**src/rtl/scrub_seq_pkg.sv**
```systemverilog
package scrub_seq_pkg;

    localparam int SRC_W        = 2;
    localparam int PREAMBLE_LEN = 2;

    typedef enum logic [1:0] {
        PH_IDLE     = 2'd0,
        PH_PREAMBLE = 2'd1,
        PH_FLUSH    = 2'd2
    } phase_e;

    typedef enum logic [SRC_W-1:0] {
        SRC_LINE    = 2'b00,
        SRC_INVALID = 2'b01,
        SRC_IDLE    = 2'b10
    } src_e;

    // Source code for one port given the sequencer phase and its mask bit
    function automatic src_e phase_src(phase_e ph, logic port_sel);
        src_e s;
        s = SRC_LINE;
        if (port_sel) begin
            case (ph)
                PH_PREAMBLE: s = SRC_INVALID;
                PH_FLUSH:    s = SRC_IDLE;
                default:     s = SRC_LINE;
            endcase
        end
        return s;
    endfunction

endpackage

```
**src/rtl/scrub_phase_ctrl.sv**
```systemverilog
module scrub_phase_ctrl
    import scrub_seq_pkg::*;
#(
    parameter int PRE_LEN = PREAMBLE_LEN
) (
    input  logic   clk,
    input  logic   rst,
    input  logic   trig,
    input  logic   enable,
    input  logic   expired,
    output phase_e phase,
    output logic   accept,
    output logic   done
);
    localparam int CW = (PRE_LEN > 2) ? $clog2(PRE_LEN) : 1;

    logic [CW-1:0] pre_cnt;
    logic          bypass;

    assign accept = trig && (phase == PH_IDLE) && enable;
    assign bypass = trig && (phase == PH_IDLE) && !enable;

    always_ff @(posedge clk) begin
        if (rst) begin
            phase   <= PH_IDLE;
            pre_cnt <= '0;
            done    <= 1'b0;
        end else begin
            done <= 1'b0;
            case (phase)
                PH_IDLE: begin
                    if (accept) begin
                        phase   <= PH_PREAMBLE;
                        pre_cnt <= '0;
                    end
                    if (bypass) done <= 1'b1;
                end
                PH_PREAMBLE: begin
                    if (pre_cnt == CW'(PRE_LEN - 1)) phase <= PH_FLUSH;
                    else                             pre_cnt <= pre_cnt + 1'b1;
                end
                PH_FLUSH: begin
                    if (expired) begin
                        phase <= PH_IDLE;
                        done  <= 1'b1;
                    end
                end
                default: phase <= PH_IDLE;
            endcase
        end
    end
endmodule

```
**src/rtl/scrub_timer.sv**
```systemverilog
module scrub_timer #(
    parameter int W = 16
) (
    input  logic         clk,
    input  logic         rst,
    input  logic         clear,
    input  logic         run,
    input  logic         tick,
    input  logic [W-1:0] thr_in,
    output logic [W-1:0] count,
    output logic [W-1:0] limit,
    output logic         expired
);
    assign expired = (count == limit);

    always_ff @(posedge clk) begin
        if (rst) begin
            count <= '0;
            limit <= '0;
        end else if (clear) begin
            count <= '0;
            limit <= thr_in;
        end else if (run && tick && !expired) begin
            count <= count + 1'b1;
        end
    end
endmodule

```
**src/rtl/scrub_port_sel.sv**
```systemverilog
module scrub_port_sel
    import scrub_seq_pkg::*;
#(
    parameter int N = 2
) (
    input  logic               clk,
    input  logic               rst,
    input  logic               load,
    input  logic [N-1:0]       mask_in,
    input  phase_e             phase,
    output logic [SRC_W*N-1:0] sel
);
    logic [N-1:0] mask_q;

    always_ff @(posedge clk) begin
        if (rst)       mask_q <= '0;
        else if (load) mask_q <= mask_in;
    end

    for (genvar p = 0; p < N; p++) begin : g_port
        assign sel[p*SRC_W +: SRC_W] = phase_src(phase, mask_q[p]);
    end
endmodule

```
**src/rtl/scrub_seq_top.sv**
```systemverilog
module scrub_seq_top
    import scrub_seq_pkg::*;
#(
    parameter int NUM_PORTS = 2,
    parameter int TIMER_W   = 16,
    parameter int SNAP_W    = 8
) (
    input  logic                       clk,
    input  logic                       rst,
    input  logic                       trig_i,
    input  logic                       scrub_en_i,
    input  logic [TIMER_W-1:0]         thresh_i,
    input  logic                       tick_i,
    input  logic [NUM_PORTS-1:0]       chg_mask_i,
    output logic [SRC_W*NUM_PORTS-1:0] src_sel_o,
    output logic                       done_o,
    output logic [SNAP_W-1:0]          timer_snap_o
);
    phase_e             phase;
    logic               accept;
    logic               expired;
    logic [TIMER_W-1:0] count;
    logic [TIMER_W-1:0] limit;

    scrub_phase_ctrl #(.PRE_LEN(PREAMBLE_LEN)) u_ctrl (
        .clk     (clk),
        .rst     (rst),
        .trig    (trig_i),
        .enable  (scrub_en_i),
        .expired (expired),
        .phase   (phase),
        .accept  (accept),
        .done    (done_o)
    );

    scrub_timer #(.W(TIMER_W)) u_timer (
        .clk     (clk),
        .rst     (rst),
        .clear   (accept),
        .run     (phase == PH_FLUSH),
        .tick    (tick_i),
        .thr_in  (thresh_i),
        .count   (count),
        .limit   (limit),
        .expired (expired)
    );

    scrub_port_sel #(.N(NUM_PORTS)) u_sel (
        .clk     (clk),
        .rst     (rst),
        .load    (accept),
        .mask_in (chg_mask_i),
        .phase   (phase),
        .sel     (src_sel_o)
    );

    assign timer_snap_o = count[TIMER_W-1 -: SNAP_W];
endmodule

```
**config.mk**
```make
export PLATFORM = sky130hd
export DESIGN_NAME = scrub_seq_top
export DESIGN_NICKNAME = d
export VERILOG_FILES = /design/src/rtl/scrub_seq_pkg.sv /design/src/rtl/scrub_phase_ctrl.sv /design/src/rtl/scrub_timer.sv /design/src/rtl/scrub_port_sel.sv /design/src/rtl/scrub_seq_top.sv
export SDC_FILE = /design/constraint.sdc
export NUM_CORES = 1
export LEC_CHECK = 0
export ABC_AREA = 1
export BUFFER_PORTS_ARGS = -buffer_cell sky130_fd_sc_hd__buf_2
export CORE_AREA = 2 2 62 88
export CTS_BUF_LIST = sky130_fd_sc_hd__clkbuf_4
export DETAILED_ROUTE_END_ITERATION = 7
export DIE_AREA = 0 0 64 90
export PLACE_DENSITY = 0.61
export SETUP_SLACK_MARGIN = 0.2
export SKIP_LAST_GASP = 1
export SYNTH_ARGS = -nofsm -noshare
export SYNTH_HDL_FRONTEND = slang
export SYNTH_HIERARCHICAL = 1
export SYNTH_SLANG_ARGS = --single-unit
```
**constraint.sdc**
```tcl
create_clock -name clk -period 1.7 [get_ports clk]
set_input_delay 0.17 -clock clk [delete_from_list [all_inputs] [get_ports clk]]
set_output_delay 0.17 -clock clk [all_outputs]
set_load 0.02 [all_outputs]
```
# Yosys cells after proc, flatten, opt, wreduce, memory -nomap -nowiden
# Index checks and enable logic that the tools add are counted.
dict set report totals {
  register_bits 38
  latchBits 0
  ramBits 0
  mem_bits_ro 0
  in_bits 23
  out_inout_bits 13
  wordCells 39
  mem_count 0
}
dict set report op_classes {
  n_addsub 2
  mul 0
  div 0
  n_lt_le_gt_ge 0
  eq_ne 6
  shifts 0
  n_mux 13
  bitwise 0
  n_reduce_logical 12
}
# operator count
set ops {}
lappend ops {{adder 16 x 1 -> 16 bit, second input constant} 1}
lappend ops {{equality test 16 bit} 1}
lappend ops {{2-to-1 mux 2 bit} 5}
lappend ops {{one-hot mux 2 bit (3 select lines)} 1}
lappend ops {{logical AND 1 bit} 5}
lappend ops {{2-to-1 mux 1 bit} 4}
lappend ops {{!= test 2 bit, second input constant} 2}
lappend ops {{one-hot mux 1 bit (2 select lines)} 2}
lappend ops {{one-hot mux 2 bit (2 select lines)} 1}
lappend ops {{AND reduction 3 bit} 1}
lappend ops {{equality test 2 x 1 -> 1 bit, second input constant} 1}
lappend ops {{equality test 2 bit, second input constant} 1}
lappend ops {{zero test 1 bit} 2}
lappend ops {{zero test 2 bit} 1}
lappend ops {{!= test 2 x 1 -> 1 bit, second input constant} 1}
lappend ops {{AND reduction 2 bit} 1}
lappend ops {{nonzero test 2 bit} 1}
lappend ops {{OR reduction 2 bit} 1}
lappend ops {{adder 1 bit, second input constant} 1}

# Longest topological paths before layout
# Gate-level depths: netlist of the first run.
dict set report logic_depth {
  ltp_word 5
  ltp_mapped 12
  ltp_nobuf 11
}

# Cells and area by module
# The synthesis of the first run kept the hierarchy.
# mod instances cells_per_inst area_each_um2 seq_area_each_um2
set by_module_without_submodules {}
lappend by_module_without_submodules {scrub_timer 1 307 1871.8 640.6}
lappend by_module_without_submodules {scrub_phase_ctrl 1 20 167.7 80.1}
lappend by_module_without_submodules {scrub_port_sel 1 21 116.4 40.0}
lappend by_module_without_submodules {scrub_seq_top 1 2 10.0 0.0}

# Worst setup path before layout of the first run
# OpenSTA, ideal clock, no wires.
dict set report synth_timing {
  path_kind {reg2reg}
  start {register u_timer.count[8]}
  end {register u_ctrl.done}
  setup_ns 0.070
  arrival_ns 1.496
  required_time_ns 1.630
  setup_slack_ns 0.134
  path_stages_with_launch 13
  path_buffers 2
  period_less_slack_ns 1.566
  cell_sequence {dfxtp_1 > inv_1 > nand2_1 > nand2_1 > nor2_1 > nand2_1 > nor2_1 > nand2_1 > buf_6 > buf_8 > inv_1 > nand3_1 > a21oi_1}
}
dict set report synth_via {
  elab_chain_len 3
}
# element line
set synth_lines {}
lappend synth_lines {{start, declared} scrub_timer.sv:10} ;# output logic [W-1:0] count,
lappend synth_lines {{start signal, assigned} scrub_timer.sv:24} ;# count <= count + 1'b1;
lappend synth_lines {{equality test 16 bit} scrub_timer.sv:14} ;# assign expired = (count == limit);
lappend synth_lines {{via expired} scrub_seq_top.sv:21} ;# logic expired;
lappend synth_lines {{2-to-1 mux 1 bit} scrub_phase_ctrl.sv:43} ;# if (expired) begin
lappend synth_lines {{one-hot mux 1 bit (2 select lines)} scrub_phase_ctrl.sv:30} ;# case (phase)
lappend synth_lines {{end signal, assigned} scrub_phase_ctrl.sv:29} ;# done <= 1'b0;
lappend synth_lines {{end signal, assigned} scrub_phase_ctrl.sv:36} ;# if (bypass) done <= 1'b1;
lappend synth_lines {{end signal, assigned} scrub_phase_ctrl.sv:45} ;# done <= 1'b1;
lappend synth_lines {{end, declared} scrub_phase_ctrl.sv:13} ;# output logic done
# The timed path passes the listed nets, and every way through them passes these cells.
# A chain may end at the register's enable or synchronous reset.

# Worst setup path in the final report of the first run
dict set report layout_timing {
  start {register u_timer.count[0]}
  end {register u_timer.count[12]}
}
dict set report layout_via {
  elab_chain_len 3
  elab_cells_between_ends 4
  classes_between {add/sub (1); eq/ne (1); reduce/logical (2)}
}
# element
set layout_lines {}
lappend layout_lines {{parallel branches: the longest is 3 deep, another holds adder 16 x 1 -> 16 bit}}
# Parallel ways; which one is timed is not known.

==> results of run 1 <==
## how the worst max path moves through the flow
stage	from	slack [ns]	cells after the start	to
after CTS	u_timer/count[1]	0.20	9	u_timer/count[12]
after global routing	u_timer/count[10]	0.11	12	u_timer/count[8]
after detailed placement	u_ctrl/phase[1]	-0.08	6	u_timer/count[4]
final	u_timer/count[0]	0.24	9	u_timer/count[12]
after floorplan	u_timer/count[15]	0.20	12	u_ctrl/done
after global placement	u_ctrl/phase[1]	0.01	6	u_timer/count[13]
## power groups by stage
stage	Combinational, mW	Clock, mW	Sequential, mW
after floorplan	0.184	0	0.974
after global placement	0.259	0	0.973
after detailed placement	0.263	0	0.973
after CTS	0.266	0.464	0.947
after global routing	0.375	0.494	0.942
final	0.333	0.445	0.936
## final cells by class
cell class | instances | area (um^2)
clock buffers | 5 | 37.5
flip-flops and latches | 38 | 828
inverters | 52 | 209
fillers | 518 | 2130
well taps | 66 | 82.6
multi-input cells | 250 | 1310
clock inverters | 1 | 3.75
repair buffers | 60 | 403
## logic make-up after synthesis
| kind of cell | synth area share [%] |
|---|---|
| fa+ha+maj | 0.578 |
| xor+xnor | 2.83 |
| buf+inv | 12.2 |
| flops | 35.1 |
| compound gates | 8.49 |
| simple gates | 40.8 |
## sequential cells by signal, indices dropped and copies added, names as in the netlist
signal / count
u_ctrl/pre_cnt: 1
u_ctrl/phase: 2
u_timer/count: 16
u_ctrl/done: 1
u_timer/limit: 16
u_sel/mask_q: 2
## what timing repair did
item / CTS / global route
hold endpoints to repair: 0 / 0
buffers inserted: 3 / 10
resized for setup: 13 / 97
endpoints found under the setup margin: 18 / 34
pin swaps: 1 / 25
gates cloned: 0 / 3
## per-stage QoR
stage / area (um^2) / utilization, % / hold WS [ns] / worst slack (ns) / TNS, ns
after global placement: 2440 / 48.8 / 0.452 / 0.0142 / 0
after floorplan: 2170 / - / 0.232 / 0.201 / 0
final: 2870 / 57.4 / 0.0797 / 0.242 / 0
after global routing: 2870 / 57.4 / 0.0801 / 0.112 / 0
after detailed placement: 2440 / 48.8 / 0.460 / -0.0847 / -0.239
after CTS: 2530 / 50.6 / 0.0739 / 0.203 / 0
## per-layer routing
metal	wire length, um	part of all wire, %	vias up
met2	2910	52	50
met5	0	0	-
met1	2380	42	1034
li1	-	-	1192
met4	125	2.2	0
met3	231	4.1	10
## placed cells by master (no fill, tap or decap), types with 5 or more instances in the layout
master and instances:
a211oi_1 13, a21oi_1 7, buf_2 37, buf_4 18
clkbuf_4 5, dfxtp_1 14, dfxtp_2 9, dfxtp_4 15
inv_1 34, inv_2 13, nand2_1 90, nand2_2 20
nand2_4 5, nand3_1 13, nand3b_1 6, nor2_1 55
nor2_2 8, nor2_4 5, xor2_1 6
## critical path, stage by stage (launching register included)
cell and delay (ns):
dfxtp_4 0.39, ha_2 0.20, nand2_2 0.09, nor2_4 0.22, nand3_1 0.10, nand2_1 0.07, nand2_1 0.05, nand3b_1 0.14
nand2_1 0.06, nor2_1 0.04
==> results.ini, run 1 <==
[worst_setup_path]
critPathLaunchType = register
crit_fanout = 8
required_ns = 1.95
rr_endpoint = u_timer/count[12]
reg2reg_depth = 9
reg2reg_from = u_timer/count[0]
ff2ff_setup_slack_ns = 0.24
end_kind = register
arrival_ns = 1.71
path_class = register to register

[detailed_routing]
initialDrtViolationCount = 76
wl_per_cell_um = 12.0
vias = 2286
drc = 0
drt_pass1_iterations = 4
viasPerCell = 4.84
final_antenna_net_count = 0
routed_wl_um = 5640

[synthesis]
synthTopCellsByCount = 115 x nand2_1, 66 x nor2_1, 49 x inv_1
synth_async_sr_flop_share_pct = 0
netlist.area_leader.share_pct = 35.1
yosysSeqAreaShare_pct = 35.1
syn_inst = 350
synth_most_common_cell = nand2_1
synth_edf_count = 0
synth.distinct_cells = 25
yosysTopAreaCell = dfxtp_1
ys_ff_latch = 38
ys.warnings.count = 6
synth_area_um2 = 2170
synth.area.top_cells = dfxtp_1 35%, nand2_1 20%, nor2_1 11%
ys.flop_type = dfxtp_1
postSynthAreaPerCell_um2 = 6.19
syn-num-nets = 374

[hold_path]
hold_path_startpoint = thresh_i[5]
min_to = u_timer/limit[5]
holdPathStages = 3
hold_path_class = primary input to register

[global_route]
overflow = 0
grt_pass1_wl_um = 8850
track_usage_pct = 19.1
grt.met3_usage_pct = 3.75
grt_max_degree = 33
antenna_found_initial = 0
use_met2_pct = 34.9
use_met1_pct = 21.2
top_usage_layer = met2
grt_pass1_vias = 2095

[clocking]
cts_tree = built
cts-root-buf = clkbuf_4
clk_latency_ns = 0.35
htree_num_levels = 2
cts_buffer_depth = 2
clkTransAtPathRegs_ns = 0.12
clkSinkCount = 38
cts_buffers = 5
ctsHoldBuffers = 0

[power]
power.internal_mw = 1.19
seqPwrFrac_pct = 54.6
power.switching_mw = 0.525
p_per_area_nw_per_um2 = 596
leakage_nw = 1.30
vdd_drop_max_mv = 0.279
combPwrFrac_pct = 19.4
switching_share_pct = 30.6
finalPower_mw = 1.71
clkPwrFrac_pct = 26.0

[job]
maxCapViolations = 0

[placement]
hpwl_um = 3690
io_buffers = 35
post-place-cells = 450
routabilityCongestion = 0.804

[layout]
n_antenna_cell = 0
areaGrowthSynthToFinish_pct = 32.7
drive_above_1_share_pct = 38.4
fin_nets = 431
fin_cells = 472

[run_status]
run_status = finished, final reports clean

[timing]
finalHoldViolCount = 0
max_slew.worst_pin.slew_ns = 0.411
slew_viol_final = 0
rsz0062_at_grt = yes
skew_ns = 0.00688
setup_violations = 0
fmax_mhz = 686
period_share_pct = 85.8
slew_headroom_pct = 72.6
period_needed_ns = 1.46

[floorplanning]
dieArea_um2 = 5760
coreArea_um2 = 5000
start_util_pct = 43.3
num_rows = 31
die_w_um = 64
io-pin-count = 36
die_y_um = 90

Note: power is estimated with default switching activity, not from simulation.
==> run 2: changes to the inputs <==
--- a/config.mk
+++ b/config.mk
@@ -12,6 +12,7 @@
 export DETAILED_ROUTE_END_ITERATION = 7
 export DIE_AREA = 0 0 64 90
 export PLACE_DENSITY = 0.61
+export REMOVE_ABC_BUFFERS = 1
 export SETUP_SLACK_MARGIN = 0.2
 export SKIP_LAST_GASP = 1
 export SYNTH_ARGS = -nofsm -noshare
==> run 2 against run 1 <==
Against the previous run: total power grew 1.4%; register-to-register slack worse by 0.09 ns; clock-buffer cell count grew 1; final cell count shrank 1.9%; critical path depth up 4; non-clock buffer count is 11 lower; final area decreased by 6.4%; sequential power rose by 2.1%; largest cell class unchanged; largest power group unchanged.
==> results.ini, run 2 (synthesis results as in run 1) <==
[run_status]
run_status = finished, final reports clean

[layout]
fin_nets = 420  ; -2.6%
fillCellCount = 521  ; +0.58%
final_cell_mix = 102 x nand2_1, 62 x nor2_1, 45 x inv_1, 35 x buf_2, 22 x dfxtp_1
drive_above_1_share_pct = 27.0  ; -11 points
areaGrowthSynthToFinish_pct = 24.1
n_antenna_cell = 0  ; unchanged
top_regs = u_timer/count: 16 flops, u_timer/limit: 16 flops
fin_cells = 463  ; -1.9%
finish.utilization_pct = 53.7  ; -3.7 points
final_common_cell = nand2_1

[hold_path]
holdPathStages = 3  ; unchanged
hold_path_class = primary input to register
hold_path_startpoint = thresh_i[0]
min_to = u_timer/limit[0]

[placement]
hpwl_um = 3700  ; +0.13%
io_buffers = 35  ; unchanged
routabilityCongestion = 0.844  ; +5.0%
post-place-cells = 452  ; +0.44%

[timing]
slew_headroom_pct = 83.4  ; +11 points
skew_ns = 0.0159  ; +0.00905 ns
period_share_pct = 91.1  ; +5.3 points
fmax_mhz = 646  ; -5.8%
rsz0062_at_grt = yes
setup_violations = 0  ; unchanged
slew_viol_final = 0  ; unchanged
period_needed_ns = 1.55  ; +0.0906 ns
finalHoldViolCount = 0  ; unchanged
max_slew.worst_pin.slew_ns = 0.248  ; -0.162 ns

[detailed_routing]
initialDrtViolationCount = 96  ; +26%
drc = 0  ; unchanged
wl_per_cell_um = 11.0  ; -7.6%
viasPerCell = 4.69  ; -3.2%
final_antenna_net_count = 0  ; unchanged
vias = 2170  ; -5.1%
met3_length_um = 162  ; -30%
route.top_layer_used = met4
wl_met1_um = 2250  ; -5.3%
wl_met2_um = 2630  ; -9.7%
routed_wl_um = 5110  ; -9.4%
drt_pass1_iterations = 4  ; unchanged

[worst_setup_path]
reg2reg_depth = 13  ; +4
required_ns = 1.95  ; about the same
end_kind = register
path_class = register to register
arrival_ns = 1.80  ; +0.09 ns
ff2ff_setup_slack_ns = 0.15  ; -0.09 ns
reg2reg_from = u_timer/count[1]
crit_fanout = 6  ; -2
rr_endpoint = u_timer/count[3]
critPathLaunchType = register

[floorplanning]
die_w_um = 64  ; unchanged
coreArea_um2 = 5000  ; unchanged
start_util_pct = 43.3  ; unchanged
io-pin-count = 36  ; unchanged
die_y_um = 90  ; unchanged
num_rows = 31  ; unchanged
dieArea_um2 = 5760  ; unchanged

[power]
vdd_drop_max_mv = 0.389  ; +40%
p_per_area_nw_per_um2 = 646  ; +8.4%
leakage_nw = 1.23  ; -5.7%

[global_route]
grt_max_degree = 33  ; unchanged
overflow = 0  ; unchanged
grt_pass1_vias = 2046  ; -2.3%
antenna_found_initial = 0  ; unchanged
track_usage_pct = 19.2  ; +0.055 points
grt_pass1_wl_um = 8920  ; +0.86%

[clocking]
cts_buffers = 5  ; unchanged
cts_buffer_depth = 2  ; unchanged
clk_latency_ns = 0.36  ; about the same
htree_num_levels = 2  ; unchanged
cts_tree = built
clkTransAtPathRegs_ns = 0.13  ; about the same
cts-root-buf = clkbuf_4
clkSinkCount = 38  ; unchanged

[job]
maxCapViolations = 0  ; unchanged

-- run 2: cell types whose count changed in the layout (fill, tap and decap cells not counted), sizes merged --
cell,before,now
clkbuf,6,7
clkinv,1,3
clkinvlp,1,0
buf,59,48
-- run 2: through the flow --
stage	setup WS (ns)	hold WS, ns	setup TNS [ns]	total power, mW	area [um^2]
6_report	0.151	0.0721	0	1.74	2690
5_1_grt	0.0586	0.0633	0	1.84	2690
4_1_cts	0.196	0.0677	0	1.73	2530
3_5_place_dp	0.0779	0.458	0	1.24	2460
3_3_place_gp	0.117	0.450	0	1.23	2460
2_1_floorplan	-0.160	0.232	-1.27	1.13	2100
-- run 2: per-layer routing --
| metal | global-route usage (%) | up-vias |
|---|---|---|
| met1 | 22.2 | 962 |
| met5 | 0 | - |
| met2 | 34.5 | 28 |
| li1 | - | 1174 |
| met4 | 5.98 | 0 |
| met3 | 3.88 | 6 |
-- run 2: how the worst max path moves through the flow --
stage	from	endpoint	slack, ns	cells past startpoint
after floorplan	u_timer/count[8]	u_timer/count[3]	-0.16	11
after global placement	u_timer/count[0]	u_timer/count[14]	0.12	9
after detailed placement	u_timer/count[0]	u_timer/count[12]	0.08	9
after CTS	u_timer/count[1]	u_timer/count[2]	0.20	11
after global routing	u_timer/count[1]	u_timer/count[13]	0.06	12
final	u_timer/count[1]	u_timer/count[3]	0.15	13
-- run 2: what timing repair did --
action | CTS | global route
hold buffers | 0 | 0
pin swaps | 0 | 13
resized for setup | 12 | 43
endpoints found under the setup margin | 19 | 38
cloned | 0 | 1
setup buffers | 0 | 2
-- run 2: layout make-up --
class                      count  area (um^2)  share of cell area, %
clock buffer                   6         45.0                   1.68
clock inverter                 2         8.76                  0.326
inverter                      52          198                   7.35
tap                           66         82.6                   3.07
multi-input combinational    250         1230                   45.9
sequential                    38          786                   29.2
timing repair buffer          49          334                   12.4
-- run 2: critical path, cell delays in order (launching register included) --
cell and delay, ns:
dfxtp_2 0.38, buf_6 0.10, inv_2 0.03, nand2_2 0.04
nand2_1 0.04, nor2_1 0.10, nand2_1 0.09, nor2_2 0.15
nand2_2 0.12, nand2_4 0.12, clkbuf_16 0.15, nand2_2 0.04
nand2_1 0.05, nor2_1 0.03
-- run 2: power by group --
part	total, mW	internal, mW	switching, mW
clock network	0.497	0.172	0.325
logic	0.285	0.117	0.168
registers	0.956	0.929	0.0271
total	1.74	1.22	0.520
